--- src/rtl/fp2int_pkg.sv ---
package fp2int_pkg;
  localparam int EXP_W  = 8;
  localparam int MAN_W  = 23;
  localparam int BIAS   = 127;
  localparam int INT_W  = 32;
  localparam int FP_W   = 1 + EXP_W + MAN_W;
  localparam int SIG_W  = MAN_W + 1;
  // fraction bits kept below the binary point: guard plus sticky span
  localparam int FRAC_W = MAN_W + 3;
  localparam int WIDE_W = INT_W + FRAC_W;
  localparam int SH_W   = $clog2(WIDE_W);
  localparam int E_LOW  = BIAS + MAN_W - FRAC_W;
  localparam int E_OVF  = BIAS + INT_W;

  typedef enum logic [2:0] {
    RM_NEAR_EVEN = 3'd0,
    RM_ZERO      = 3'd1,
    RM_DOWN      = 3'd2,
    RM_UP        = 3'd3,
    RM_NEAR_MAX  = 3'd4
  } rmode_e;
endpackage

--- src/rtl/fp2int_unpack.sv ---
module fp2int_unpack
  import fp2int_pkg::*;
(
  input  logic [FP_W-1:0]  operand_i,
  output logic             sign_o,
  output logic             nan_o,
  output logic             inf_o,
  output logic             huge_o,
  output logic             tiny_o,
  output logic [SH_W-1:0]  shift_o,
  output logic [SIG_W-1:0] sig_o
);
  logic [EXP_W-1:0] exp_raw, exp_eff, exp_off;
  logic [MAN_W-1:0] man;
  logic             exp_max, exp_zero;

  assign sign_o   = operand_i[FP_W-1];
  assign exp_raw  = operand_i[FP_W-2:MAN_W];
  assign man      = operand_i[MAN_W-1:0];
  assign exp_max  = &exp_raw;
  assign exp_zero = ~|exp_raw;
  // subnormals share the minimum normal scale
  assign exp_eff  = exp_zero ? EXP_W'(1) : exp_raw;
  assign sig_o    = {~exp_zero, man};

  assign nan_o  = exp_max & (|man);
  assign inf_o  = exp_max & ~(|man);
  assign huge_o = ~exp_max & (exp_raw >= EXP_W'(E_OVF));
  assign tiny_o = exp_eff < EXP_W'(E_LOW);

  assign exp_off = exp_eff - EXP_W'(E_LOW);
  assign shift_o = (tiny_o | huge_o | exp_max) ? '0 : exp_off[SH_W-1:0];
endmodule

--- src/rtl/fp2int_round.sv ---
module fp2int_round
  import fp2int_pkg::*;
(
  input  logic [SIG_W-1:0] sig_i,
  input  logic [SH_W-1:0]  shift_i,
  input  logic             tiny_i,
  input  logic             sign_i,
  input  rmode_e           rmode_i,
  output logic [INT_W:0]   mag_o,
  output logic             lost_o
);
  logic [WIDE_W-1:0] wide;
  logic [INT_W-1:0]  int_part;
  logic              guard, sticky, any_lost, bump;

  assign wide     = {{(WIDE_W-SIG_W){1'b0}}, sig_i} << shift_i;
  assign int_part = tiny_i ? '0 : wide[WIDE_W-1:FRAC_W];
  assign guard    = tiny_i ? 1'b0 : wide[FRAC_W-1];
  assign sticky   = tiny_i ? (|sig_i) : (|wide[FRAC_W-2:0]);
  assign any_lost = guard | sticky;

  always_comb begin
    unique case (rmode_i)
      RM_ZERO:     bump = 1'b0;
      RM_DOWN:     bump = sign_i & any_lost;
      RM_UP:       bump = ~sign_i & any_lost;
      RM_NEAR_MAX: bump = guard;
      default:     bump = guard & (sticky | int_part[0]);
    endcase
  end

  assign mag_o  = {1'b0, int_part} + {{INT_W{1'b0}}, bump};
  assign lost_o = any_lost;
endmodule

--- src/rtl/fp2int_clamp.sv ---
module fp2int_clamp
  import fp2int_pkg::*;
(
  input  logic             uns_i,
  input  logic             sign_i,
  input  logic             nan_i,
  input  logic             inf_i,
  input  logic             huge_i,
  input  logic [INT_W:0]   mag_i,
  input  logic             lost_i,
  output logic [INT_W-1:0] result_o,
  output logic             invalid_o,
  output logic             inexact_o
);
  localparam logic [INT_W-1:0] S_MAX = {1'b0, {(INT_W-1){1'b1}}};
  localparam logic [INT_W-1:0] S_MIN = {1'b1, {(INT_W-1){1'b0}}};
  localparam logic [INT_W-1:0] U_MAX = {INT_W{1'b1}};
  localparam logic [INT_W:0]   S_NEG_LIM = {2'b01, {(INT_W-1){1'b0}}};

  logic [INT_W-1:0] lo_lim, hi_lim;
  logic             over, under;

  assign lo_lim = uns_i ? '0 : S_MIN;
  assign hi_lim = uns_i ? U_MAX : S_MAX;

  always_comb begin
    over  = 1'b0;
    under = 1'b0;
    if (uns_i) begin
      under = sign_i & (|mag_i);
      over  = ~sign_i & mag_i[INT_W];
    end else begin
      under = sign_i & (mag_i > S_NEG_LIM);
      over  = ~sign_i & (mag_i >= S_NEG_LIM);
    end
  end

  always_comb begin
    invalid_o = 1'b1;
    inexact_o = 1'b0;
    if (nan_i) begin
      result_o = hi_lim;
    end else if (inf_i | huge_i) begin
      result_o = sign_i ? lo_lim : hi_lim;
    end else if (under) begin
      result_o = lo_lim;
    end else if (over) begin
      result_o = hi_lim;
    end else begin
      invalid_o = 1'b0;
      inexact_o = lost_i;
      result_o  = sign_i ? (INT_W'(0) - mag_i[INT_W-1:0]) : mag_i[INT_W-1:0];
    end
  end
endmodule

--- src/rtl/fp2int_sat.sv ---
module fp2int_sat
  import fp2int_pkg::*;
(
  input  logic             clk_i,
  input  logic             rst_ni,
  input  logic [FP_W-1:0]  operand_i,
  input  logic             unsigned_i,
  input  logic [2:0]       rmode_i,
  output logic [INT_W-1:0] result_o,
  output logic             invalid_o,
  output logic             inexact_o
);
  logic             sign, nan, inf, huge, tiny, lost;
  logic [SH_W-1:0]  shift;
  logic [SIG_W-1:0] sig;
  logic [INT_W:0]   mag;
  logic [INT_W-1:0] res_d;
  logic             inv_d, inx_d;

  fp2int_unpack u_unpack (
    .operand_i (operand_i),
    .sign_o    (sign),
    .nan_o     (nan),
    .inf_o     (inf),
    .huge_o    (huge),
    .tiny_o    (tiny),
    .shift_o   (shift),
    .sig_o     (sig)
  );

  fp2int_round u_round (
    .sig_i   (sig),
    .shift_i (shift),
    .tiny_i  (tiny),
    .sign_i  (sign),
    .rmode_i (rmode_e'(rmode_i)),
    .mag_o   (mag),
    .lost_o  (lost)
  );

  fp2int_clamp u_clamp (
    .uns_i     (unsigned_i),
    .sign_i    (sign),
    .nan_i     (nan),
    .inf_i     (inf),
    .huge_i    (huge),
    .mag_i     (mag),
    .lost_i    (lost),
    .result_o  (res_d),
    .invalid_o (inv_d),
    .inexact_o (inx_d)
  );

  always_ff @(posedge clk_i or negedge rst_ni) begin
    if (!rst_ni) begin
      result_o  <= '0;
      invalid_o <= 1'b0;
      inexact_o <= 1'b0;
    end else begin
      result_o  <= res_d;
      invalid_o <= inv_d;
      inexact_o <= inx_d;
    end
  end
endmodule

--- config.mk ---
export PLATFORM = sky130hd
export DESIGN_NAME = fp2int_sat
export DESIGN_NICKNAME = d
export VERILOG_FILES = /design/src/rtl/fp2int_pkg.sv /design/src/rtl/fp2int_unpack.sv /design/src/rtl/fp2int_round.sv /design/src/rtl/fp2int_clamp.sv /design/src/rtl/fp2int_sat.sv
export SDC_FILE = /design/constraint.sdc
export NUM_CORES = 1
export LEC_CHECK = 0
export BUFFER_PORTS_ARGS = -buffer_cell sky130_fd_sc_hd__buf_2
export CAP_MARGIN = 20
export CORE_ASPECT_RATIO = 1.25
export CORE_MARGIN = 2
export CORE_UTILIZATION = 45
export CTS_BUF_LIST = sky130_fd_sc_hd__clkbuf_8
export CTS_CLUSTER_DIAMETER = 80
export DETAILED_ROUTE_END_ITERATION = 8
export GPL_ROUTABILITY_DRIVEN = 0
export SLEW_MARGIN = 20
export SYNTH_ARGS = -nofsm -noshare
export SYNTH_HDL_FRONTEND = slang
export SYNTH_SLANG_ARGS = --single-unit
--- constraint.sdc ---
create_clock -name clk_i -period 0.8 [get_ports clk_i]
set_input_delay 0.04 -clock clk_i [delete_from_list [all_inputs] [get_ports clk_i]]
set_output_delay 0.04 -clock clk_i [all_outputs]
set_load 0.05 [all_outputs]
==> run_results.csv, run 1 <==
group,metric,value,unit
logic_synthesis,async_flop_share,100,%
placement,port_buffers,71,
clock_network,cts_buffer_depth,2,
clock_network,cts_inserted_buffers,5,
logic_synthesis,synth_flop_cell,"dfrtp_1",
floorplan,dieWidth,110,microns
clock_network,root_buffer,"clkbuf_8",
logic_synthesis,synth_nets,941,
logic_synthesis,syn-cell-area,6310,sq um
floorplan,initial_core_util,45.9,%
placement,place_area,9850,sq um
clock_network,htreeDepth,2,
logic_synthesis,synth-seq-cells,34,
floorplan,fp.dieH,136,microns
logic_synthesis,synth_cell_types,94,
logic_synthesis,yosysTopAreaCell,"dfrtp_1",
logic_synthesis,netlist_top_cells_area,"dfrtp_1, a21oi_1, nand2_1",
global_routing,grt_pass1_wl,58500,microns
floorplan,rows,48,
floorplan,io_pins,72,
status,stop_stage,"5_1_grt",
logic_synthesis,synth_edf_count,0,
logic_synthesis,seq_area_frac_synth,13.5,%
global_routing,grt_usage,50.6,%
logic_synthesis,synthCells,897,
global_routing,grt-ovfl-total,4,
placement,dp_hpwl,25600,microns
global_routing,first_global_vias,11048,
global_routing,grt_start_max_net_pins,35,
status,tool.error,"[ERROR GRT-0116] Global routing finished with congestion. Check the congestion regions in the DRC Viewer.",
logic_synthesis,synth_top_area_share,13.5,%
clock_network,cts_sinks,34,
status,status,"stopped before the end",
logic_synthesis,synth_area_per_cell,7.04,sq um
logic_synthesis,ys_warn_count,0,
through the flow:
stage | utilization, % | worst slack, ns | hold slack (ns) | setup TNS, ns | cells
floorplan | - | -5.50 | -0.256 | -184.70 | 897
global placement | 71.6 | -5.50 | 0.000418 | -183.24 | 1497
detailed placement | 71.6 | -5.87 | 0.00821 | -195.66 | 1497
CTS | 80.2 | -5.06 | 0.157 | -172.23 | 1536
repair_timing:
item | in CTS
pin swaps | 44
buffers inserted | 28
gates resized for setup | 208
endpoints found under the setup margin | 68
cloned | 2
endpoints found under the hold margin | 34
hold buffers | 1
Yosys cell counts (18+ instances only):
master and count:
nor2_1 72, clkbuf_1 37, xnor2_1 29, a31oi_1 20, buf_2 18, nor3_1 26, a21oi_1 72, mux2i_1 22
o22ai_1 22, o21ai_0 63, a211oi_1 20, nor4_1 20, nand3_1 28, o21ai_1 24, xor2_1 29, dfrtp_1 34
nand2_1 89
logic make-up after synthesis:
family,synth area share (%)
adders and majority gates,1.35
AOI/OAI and AO/OA,40.6
muxes,4.20
DFF,13.5
and+or+nand+nor,26.2
buffers and inverters,6.06
xor gates and xnor gates,8.05
metal layers:
layer  track usage [%]  GRT overflow
met5             0.714             0
met4              52.0             1
met3              21.5             0
met2              77.8             3
met1              48.5             0
==> run 2: changes to the inputs <==
--- a/config.mk
+++ b/config.mk
@@ -7,13 +7,11 @@
 export LEC_CHECK = 0
 export BUFFER_PORTS_ARGS = -buffer_cell sky130_fd_sc_hd__buf_2
 export CAP_MARGIN = 20
-export CORE_ASPECT_RATIO = 1.25
 export CORE_MARGIN = 2
-export CORE_UTILIZATION = 45
-export CTS_BUF_LIST = sky130_fd_sc_hd__clkbuf_8
-export CTS_CLUSTER_DIAMETER = 80
+export CORE_UTILIZATION = 30
 export DETAILED_ROUTE_END_ITERATION = 8
 export GPL_ROUTABILITY_DRIVEN = 0
+export PLACE_DENSITY_LB_ADDON = 0.15
 export SLEW_MARGIN = 20
 export SYNTH_ARGS = -nofsm -noshare
 export SYNTH_HDL_FRONTEND = slang
==> run 2 against run 1 <==
Compared with the run above: the flow now finishes, with violations (negative setup slack); synthesized cell count unchanged; area after synthesis unchanged.
==> run_results.csv, run 2 <==
group,metric,value,unit
power,peakVddDrop,0.733,mV
global_routing,grt-ovfl-total,0,
drt,firstDrtPassIters,5,
logic_synthesis,synth_top_area_share,13.5,%
logic_synthesis,synth-seq-cells,34,
logic_synthesis,synthCells,897,
finish,syn2layout_area_growth,85.5,%
finish,top_register,"result_o",
timing,min_period_over_period,751,%
timing,setup_viol,68,
finish,seq_area,851,sq um
floorplan,rows,53,
logic_synthesis,synth_cell_types,94,
logic_synthesis,syn-cell-area,6310,sq um
floorplan,fp.coreArea,20800,sq um
worst_setup_path,cp_data_arrival_time,6.20,ns
floorplan,dieWidth,149,microns
floorplan,dieArea,22200,sq um
drt,drt_wl_total,32500,microns
worst_setup_path,crit_type,"input port to flop",
clock_network,root_buffer,"clkbuf_16",
drt,vias,9476,
global_routing,first_global_vias,8973,
floorplan,initial_core_util,30.3,%
clock_network,cts_sinks,34,
logic_synthesis,synthTopCellsByCount,"nand2_1, a21oi_1, nor2_1",
floorplan,io_pins,72,
finish,layout_common_cells,"buf_4, nand2_1, nor2_1, a21oi_1, o21ai_0",
finish,final_common_cell,"buf_4",
clock_network,cts_tree,"built",
clock_network,cts_inserted_buffers,5,
logic_synthesis,yosysTopAreaCell,"dfrtp_1",
finish,diodes,0,
drt,drt_iter0_markers,909,
timing,fin_crit,6.01,ns
timing,fin_ws,-5.21,ns
global_routing,grt_usage,28.3,%
worst_setup_path,worstPathRequired,0.99,ns
clock_network,cts_buffer_depth,2,
worst_setup_path,cpMostUsedCell,"buf_4",
worst_setup_path,cp_slowest_cell,"o21ai_0",
power,p_leak,0.00511,uW
drt,drc,0,
worst_setup_path,max_stage_delay,0.47,ns
logic_synthesis,netlist_top_cells_area,"dfrtp_1, a21oi_1, nand2_1",
worst_setup_path,cp-end-kind,"flop",
worst_hold_path,hp-class,"input port to asynchronous set/reset pin",
logic_synthesis,synth.most_common_cell,"nand2_1",
timing,rsz0062_at_grt,"true",
drt,routedWlPerCell,19.7,microns
timing,timing.fmax,166,MHz
global_routing,grt_pass1_wl,49300,microns
finish,drive_gt1_share,51.7,%
floorplan,fp.dieH,149,microns
finish,multi_input_area,5920,sq um
finish,fill_cells,1928,
finish,reg.largest.list,"result_o x32, inexact_o x1, invalid_o x1",
timing,drv_slew,0,
logic_synthesis,ys_warn_count,0,
finish,finalNetCount,1422,
logic_synthesis,synth_nets,941,
logic_synthesis,async_flop_share,100,%
worst_setup_path,cp-start-kind,"input port",
status,status,"finished, violations left",
run,drv_cap,0,
timing,worstMarginPinSlew,0.723,ns
drt,ant_nets,0,
worst_setup_path,crit_path_max_fanout,7,
finish,largest_reg_flops,32,
logic_synthesis,synth_area_per_cell,7.04,sq um
power,power.density,1220,nW/um^2
placement,port_buffers,71,
timing,hold_viol_final,0,
clock_network,cts.clk_slew.worst_paths,0.05,ns
logic_synthesis,seq_area_frac_synth,13.5,%
clock_network,htreeDepth,2,
placement,dp_hpwl,25500,microns
timing,relSlewSlack,51.5,%
status,violations,"negative setup slack",
global_routing,grt_antenna_before_repair,0,
finish,utilization,56.2,%
placement,place_ws,-6.00,ns
drt,vias_per_cell,5.73,
logic_synthesis,synth_edf_count,0,
global_routing,grt_start_max_net_pins,35,
logic_synthesis,synth_flop_cell,"dfrtp_1",
run 2: cell counts after synthesis:
Identical to the previous run, type by type.
run 2: repair_timing:
action / 4_1_cts / 5_1_grt
setup endpoints to repair: 68 / 68
gates cloned: 3 / 1
pin swaps: 37 / 58
hold buffers: 1 / 0
resized for setup: 204 / 69
hold endpoints to repair: 34 / 0
setup buffers: 35 / 13
run 2: cell families (layout without fill, tap and decap cells):
logic type	after synthesis	after routing	synth area share, %
simple gates	323	323	26.2
fa+ha+maj	7	7	1.35
flops	34	34	13.5
xor+xnor	58	58	8.05
compound gates	365	365	40.6
buf+inv	84	566	6.06
mux	26	26	4.20
run 2: final timing paths:
check	from	end	slack, ns	cells after the start
worst min-delay path	rst_ni	invalid_o	0.26	3
worst max-delay path	operand_i[24]	result_o[30]	-5.21	33
max in group asynchronous	rst_ni	result_o[2]	0.37	3
min in group clk_i	unsigned_i	result_o[31]	0.29	4
run 2: power breakdown:
part	switching, uW	internal, uW	total, uW	leakage [uW]
combinational	5450	4620	10100	0.00461
clock	690	1470	2160	0.0000760
sequential	119	1980	2100	0.000417
total	6260	8060	14300	0.00511
run 2: metal layers:
metal | vias to the layer above | wire length, microns | track usage [%]
met4 | 0 | 1440 | 11.6
met1 | 4447 | 13600 | 36.2
met5 | - | 0 | 0
met2 | 485 | 15100 | 48.2
li1 | 4436 | - | -
met3 | 108 | 2370 | 3.39
run 2: metrics by stage:
step / total power, uW / hold slack (ns) / TNS, ns / area [sq um] / std cells
6_report: 14300 / 0.258 / -177.28 / 11700 / 1654
5_1_grt: 15000 / 0.298 / -185.32 / 11700 / 1654
4_1_cts: 13700 / 0.269 / -175.42 / 11400 / 1644
3_5_place_dp: 10400 / 0.00864 / -201.84 / 10000 / 1597
3_3_place_gp: 10400 / 0.00426 / -201.05 / 10000 / 1597
2_1_floorplan: 6470 / -0.256 / -184.70 / 6400 / 897
run 2: final cells by class:
| class | count | share of cell area [%] |
|---|---|---|
| clock buffer | 5 | 1.07 |
| clock inverter | 3 | 0.385 |
| inverter | 19 | 0.609 |
| multi-input combinational | 779 | 50.5 |
| sequential | 34 | 7.26 |
| tap | 275 | 2.94 |
| timing repair buffer | 539 | 37.2 |
run 2: critical path: cells and delay by family:
family	cells	cell delay, ns
AND/OR/NAND/NOR	10	1.88
buffers and inverters	9	1.39
adder cells (fa/ha/maj)	2	0.38
XOR/XNOR	1	0.15
AO/OA/AOI/OAI	11	2.35
Power figures use the tool's default switching activity.
==> run 3: changes to the inputs <==
--- a/config.mk
+++ b/config.mk
@@ -7,6 +7,8 @@
 export LEC_CHECK = 0
 export BUFFER_PORTS_ARGS = -buffer_cell sky130_fd_sc_hd__buf_2
 export CAP_MARGIN = 20
+export CELL_PAD_IN_SITES_DETAIL_PLACEMENT = 0
+export CELL_PAD_IN_SITES_GLOBAL_PLACEMENT = 2
 export CORE_MARGIN = 2
 export CORE_UTILIZATION = 30
 export DETAILED_ROUTE_END_ITERATION = 8
==> run 3 against run 2 <==
Compared with the run above: the flow still finishes with violations (negative setup slack); first-iteration DRC count down 19%; utilization rose by 1.4 points; global-route usage up 1.6 points; cell count up 2.2%; sequential share of layout area down 0.17 points; combinational power is essentially flat; hold slack worse by 0.020 ns; die area is the same; clock power barely moved; critical path depth shrank 4; cell area increased by 2.4%; total power is 2.1% higher; largest power group unchanged; highest routed layer unchanged.
==> run_results.csv, run 3 (same netlist as run 2, synthesis figures left out) <==
group,metric,value,unit
status,status,"finished, violations left",
status,violations,"negative setup slack",
worst_setup_path,cp_data_arrival_time,6.28,ns
power,total_power,14600,uW
clock_network,cts_sinks,34,
drt,drt_wl_total,34400,microns
drt,drc,0,
floorplan,dieWidth,149,microns
finish,diodes,0,
finish,final_common_cell,"buf_4",
timing,hold_viol_final,0,
clock_network,cts_inserted_buffers,5,
floorplan,initial_core_util,30.3,%
placement,dp.cells,1601,
power,cell_internal_pwr,8280,uW
floorplan,fp.dieH,149,microns
finish,final_cell_count_no_fill,1691,
global_routing,grt_antenna_before_repair,0,
clock_network,root_buffer,"clkbuf_16",
timing,timing.fmax,164,MHz
drt,firstDrtPassIters,5,
timing,rsz0062_at_grt,"true",
timing,fin_ws,-5.29,ns
finish,top_register,"result_o",
run,drv_cap,0,
timing,setup_viol,68,
worst_setup_path,max_stage_delay,0.60,ns
finish,layout_common_cells,"buf_4, nand2_1, nor2_1, buf_6, a21oi_1",
global_routing,first_global_vias,9194,
drt,drt_iter0_markers,740,
power,swShare,43.4,%
worst_setup_path,cp-start-kind,"input port",
drt,ant_nets,0,
worst_setup_path,worstPathRequired,0.99,ns
placement,place_ws,-6.04,ns
finish,drive_gt1_share,52.4,%
timing,worstMarginPinSlew,0.668,ns
drt,routedWlPerCell,20.4,microns
worst_setup_path,crit_path_max_fanout,7,
timing,setup-tns-final,-178.99,ns
worst_setup_path,critPathTopFamily,"simple AND/OR/NAND/NOR gates",
finish,utilization,57.6,%
timing,drv_slew,0,
worst_setup_path,cp_slowest_cell,"or4_4",
drt,vias,9597,
power,pwr-share-comb,71.1,%
global_routing,grt_pass1_wl,51800,microns
finish,fill_cells,1939,
timing,fin_crit,6.09,ns
worst_setup_path,cpMostUsedCell,"or2_4",
placement,dp_hpwl,26800,microns
timing,min_period_over_period,761,%
clock_network,cts_tree,"built",
global_routing,grt_usage,29.9,%
power,p_sw,6340,uW
worst_setup_path,crit_type,"input port to flop",
floorplan,io_pins,72,
power,peakVddDrop,0.890,mV
worst_hold_path,hp-class,"input port to asynchronous set/reset pin",
power,power.density,1220,nW/um^2
floorplan,rows,53,
power,clock_power_share,14.6,%
clock_network,cts.clk_slew.worst_paths,0.05,ns
clock_network,cts_buffer_depth,2,
finish,reg.largest.list,"result_o x32, inexact_o x1, invalid_o x1",
power,power_frac_seq,14.3,%
worst_setup_path,cp-end-kind,"flop",
floorplan,dieArea,22200,sq um
global_routing,grt_start_max_net_pins,35,
floorplan,fp.coreArea,20800,sq um
power,p_leak,0.00529,uW
finish,largest_reg_flops,32,
timing,relSlewSlack,55.0,%
worst_setup_path,path_buf_inv,4,
global_routing,grt-ovfl-total,0,
placement,port_buffers,71,
finish,finalNetCount,1459,
drt,vias_per_cell,5.68,
clock_network,htreeDepth,2,
finish,syn2layout_area_growth,90.0,%
==> run 3: final timing paths <==
kind | slack [ns] | cells after the start | startpoint | end
min in group clk_i | 0.26 | 4 | unsigned_i | result_o[31]
hold / removal | 0.24 | 3 | rst_ni | inexact_o
setup / recovery | -5.29 | 29 | operand_i[30] | result_o[30]
max in group asynchronous | 0.40 | 3 | rst_ni | result_o[20]
==> run 3: metal layers <==
metal | vias to the layer above | track usage (%) | part of all wire [%]
met5 | - | 0 | 0
met4 | 0 | 15.7 | 5.5
met3 | 113 | 2.75 | 5.7
met2 | 450 | 52.4 | 49
met1 | 4527 | 36.2 | 40
li1 | 4507 | - | -
==> run 3: final cells by class <==
type / count / area, sq um / share of cell area (%)
repair buffers: 576 / 4710 / 39.2
inverters: 19 / 71.3 / 0.594
clock inverters: 1 / 30.0 / 0.250
clock buffers: 7 / 133 / 1.11
well taps: 275 / 344 / 2.87
flip-flops and latches: 34 / 851 / 7.09
multi-input cells: 779 / 5860 / 48.9
==> run 3: repair_timing <==
| action | in CTS | in global routing |
|---|---|---|
| gates resized for setup | 192 | 80 |
| hold buffers | 1 | 0 |
| pin swaps | 45 | 57 |
| setup buffers | 53 | 24 |
| endpoints found under the setup margin | 68 | 68 |
| gates cloned | 3 | 2 |
| hold endpoints to repair | 34 | 0 |
==> run 3: per-stage QoR <==
stage	instance area, sq um	hold WS, ns
floorplan	6400	-0.256
global placement	10100	0.00245
detailed placement	10100	0.00343
CTS	11500	0.250
global route	12000	0.275
finish	12000	0.239
==> run 3: power by group through the flow <==
stage | Clock [uW] | Sequential (uW) | Combinational, uW
final | 2130 | 2090 | 10400
after global routing | 2220 | 2110 | 10900
after CTS | 2160 | 2090 | 9690
after detailed placement | 0 | 2050 | 8460
after global placement | 0 | 2040 | 8460
after floorplan | 0 | 3000 | 3470
==> run 4: changes to the inputs <==
--- a/config.mk
+++ b/config.mk
@@ -5,6 +5,7 @@
 export SDC_FILE = /design/constraint.sdc
 export NUM_CORES = 1
 export LEC_CHECK = 0
+export ABC_AREA = 1
 export BUFFER_PORTS_ARGS = -buffer_cell sky130_fd_sc_hd__buf_2
 export CAP_MARGIN = 20
 export CELL_PAD_IN_SITES_DETAIL_PLACEMENT = 0
==> constraint.sdc (replaced) <==
create_clock -name clk_i -period 7.5 [get_ports clk_i]
set_input_delay 0.375 -clock clk_i [delete_from_list [all_inputs] [get_ports clk_i]]
set_output_delay 0.375 -clock clk_i [all_outputs]
set_load 0.05 [all_outputs]
==> run 4 against run 3 <==
Compared with the run above: the run now ends clean; global-route usage down 7.3 points; sequential cell count unchanged; critical path depth up 10; combinational power fell by 94%; non-clock buffer count is 493 lower; total power fell by 93%; critical path type unchanged; largest cell class unchanged; highest routed layer unchanged.
==> run_results.csv, run 4 <==
group,metric,value,unit
worst_setup_path,path_buf_inv,4,
drt,ant_nets,0,
logic_synthesis,synth.most_common_cell,"nand2_1",
drt,drt_iter0_markers,515,
timing,drv_slew,0,
status,status,"completed",
clock_network,cts.clk_slew.worst_paths,0.05,ns
worst_setup_path,worstPathRequired,7.70,ns
drt,drt-met1-wl,10900,microns
worst_setup_path,cp-start-kind,"input port",
placement,dp_hpwl,19200,microns
global_routing,grt-ovfl-total,0,
logic_synthesis,synth_top_area_share,21.8,%
finish,finalNetCount,1141,
timing,setup-tns-final,0,ns
logic_synthesis,syn-cell-area,5930,sq um
timing,relSlewSlack,49.6,%
finish,fill_cells,2272,
logic_synthesis,synth_area_per_cell,5.60,sq um
worst_setup_path,cp_slowest_cell,"a21oi_4",
worst_setup_path,max_stage_delay,0.57,ns
power,p_leak,0.00326,uW
floorplan,initial_core_util,30.6,%
global_routing,grt_pass1_wl,36800,microns
logic_synthesis,synthCells,1059,
worst_setup_path,crit_path_max_fanout,33,
timing,holdWs,0.147,ns
logic_synthesis,netlist_top_cells_area,"nand3_1, nand2_1, dfrtp_1",
floorplan,fp.dieH,145,microns
finish,layout_common_cells,"nand2_1, nand3_1, nor2_1, buf_2, inv_1",
floorplan,fp.coreArea,19400,sq um
clock_network,cts_buffer_depth,2,
clock_network,root_buffer,"clkbuf_16",
logic_synthesis,synth-seq-cells,34,
finish,top_register,"result_o",
global_routing,first_global_vias,6603,
drt,wl_met2,10800,microns
logic_synthesis,synth_nets,1103,
clock_network,cts_hold_buf,0,
logic_synthesis,seq_area_frac_synth,14.3,%
drt,firstDrtPassIters,7,
worst_setup_path,critPathTopFamily,"simple AND/OR/NAND/NOR gates",
placement,port_buffers,71,
run,drv_cap,0,
power,power.density,164,nW/um^2
timing,timing.fmax,154,MHz
timing,rsz0062_at_grt,"false",
global_routing,grt_start_max_net_pins,36,
worst_setup_path,crit_type,"input port to flop",
logic_synthesis,synth_cell_types,52,
drt,dr.max_layer_used,"met4",
timing,hold_viol_final,0,
logic_synthesis,synthTopCellsByCount,"nand2_1, nand3_1, nor2_1",
timing,setup_viol,0,
worst_hold_path,hp-class,"input port to asynchronous set/reset pin",
drt,vias_per_cell,5.26,
drt,drt_wl_total,23300,microns
placement,place_ws,0.774,ns
clock_network,htreeDepth,2,
drt,vias,7167,
finish,diodes,0,
global_routing,grt_usage,22.5,%
timing,fin_crit,6.51,ns
drt,drc,0,
finish,largest_reg_flops,32,
drt,wl_met3,1110,microns
global_routing,grt_antenna_before_repair,0,
finish,syn2layout_area_growth,11.1,%
floorplan,dieArea,20900,sq um
finish,multi_input_area,4450,sq um
worst_setup_path,cpMostUsedCell,"nand2_1",
logic_synthesis,synth_edf_count,0,
clock_network,cts_sinks,34,
worst_setup_path,cp-end-kind,"flop",
worst_setup_path,cp_data_arrival_time,6.71,ns
logic_synthesis,async_flop_share,100,%
timing,fin_ws,0.991,ns
finish,utilization,34.0,%
timing,worstMarginPinSlew,0.753,ns
logic_synthesis,ys_warn_count,0,
timing,min_period_over_period,86.8,%
logic_synthesis,synth_flop_cell,"dfrtp_1",
floorplan,io_pins,72,
clock_network,cts_tree,"built",
floorplan,dieWidth,145,microns
clock_network,cts_resized,0,
finish,final_common_cell,"nand2_1",
logic_synthesis,yosysTopAreaCell,"nand3_1",
drt,routedWlPerCell,17.1,microns
finish,reg.largest.list,"result_o x32, inexact_o x1, invalid_o x1",
finish,drive_gt1_share,16.3,%
power,peakVddDrop,0.0822,mV
finish,seq_area,851,sq um
clock_network,post_cts_buffers,0,
floorplan,rows,51,
clock_network,cts_inserted_buffers,5,
==> run 4: cell types whose count changed after synthesis, sizes merged, moves of 25 or more <==
cell / previous run / this run
inv: 17 / 79
nand3: 28 / 265
nor2: 73 / 118
a21oi: 74 / 19
clkbuf: 37 / 12
nand2: 91 / 332
o21ai: 90 / 51
xnor2: 29 / 4
==> run 4: final cells by class <==
cell class              instances  area share [%]
clock inverters                 3            1.04
well taps                     265            5.03
clock buffers                   5            1.90
multi-input cells             890            67.5
repair buffers                 83            6.76
inverters                      83            4.83
flip-flops and latches         34            12.9
==> run 4: logic make-up after synthesis <==
family                   synth area share, %
AO/OA/AOI/OAI                           9.81
AND/OR/NAND/NOR                         60.9
buffers and inverters                   10.8
XOR/XNOR                                2.81
flip-flops                              14.3
adder cells (fa/ha/maj)                 1.27
==> run 4: where the power goes <==
group | internal, uW | total (uW) | switching (uW)
Sequential | 211 | 217 | 5.51
Clock | 191 | 264 | 73.4
Combinational | 156 | 600 | 445
Total | 557 | 1080 | 524
==> run 4: worst max path at each step <==
stage / start / endpoint / slack [ns] / depth (start not counted)
finish: operand_i[25] / result_o[21] / 0.99 / 39
global route: operand_i[25] / result_o[21] / 0.25 / 39
CTS: operand_i[25] / result_o[21] / 1.04 / 39
detailed placement: operand_i[25] / result_o[21] / 0.77 / 39
global placement: operand_i[25] / result_o[2] / 0.81 / 39
floorplan: operand_i[25] / result_o[26] / 2.34 / 38
==> run 4: metrics by stage <==
stage	power [uW]	std cells	instance area (sq um)
after floorplan	666	1059	5930
after global placement	824	1355	6380
after detailed placement	817	1355	6390
after CTS	1090	1363	6590
after global routing	1160	1363	6590
final	1080	1363	6590
==> run 4: metal layers <==
layer / up-vias / track usage (%)
met5: - / 0
met1: 3286 / 31.2
met3: 32 / 1.32
met4: 0 / 4.96
li1: 3621 / -
met2: 228 / 38.6
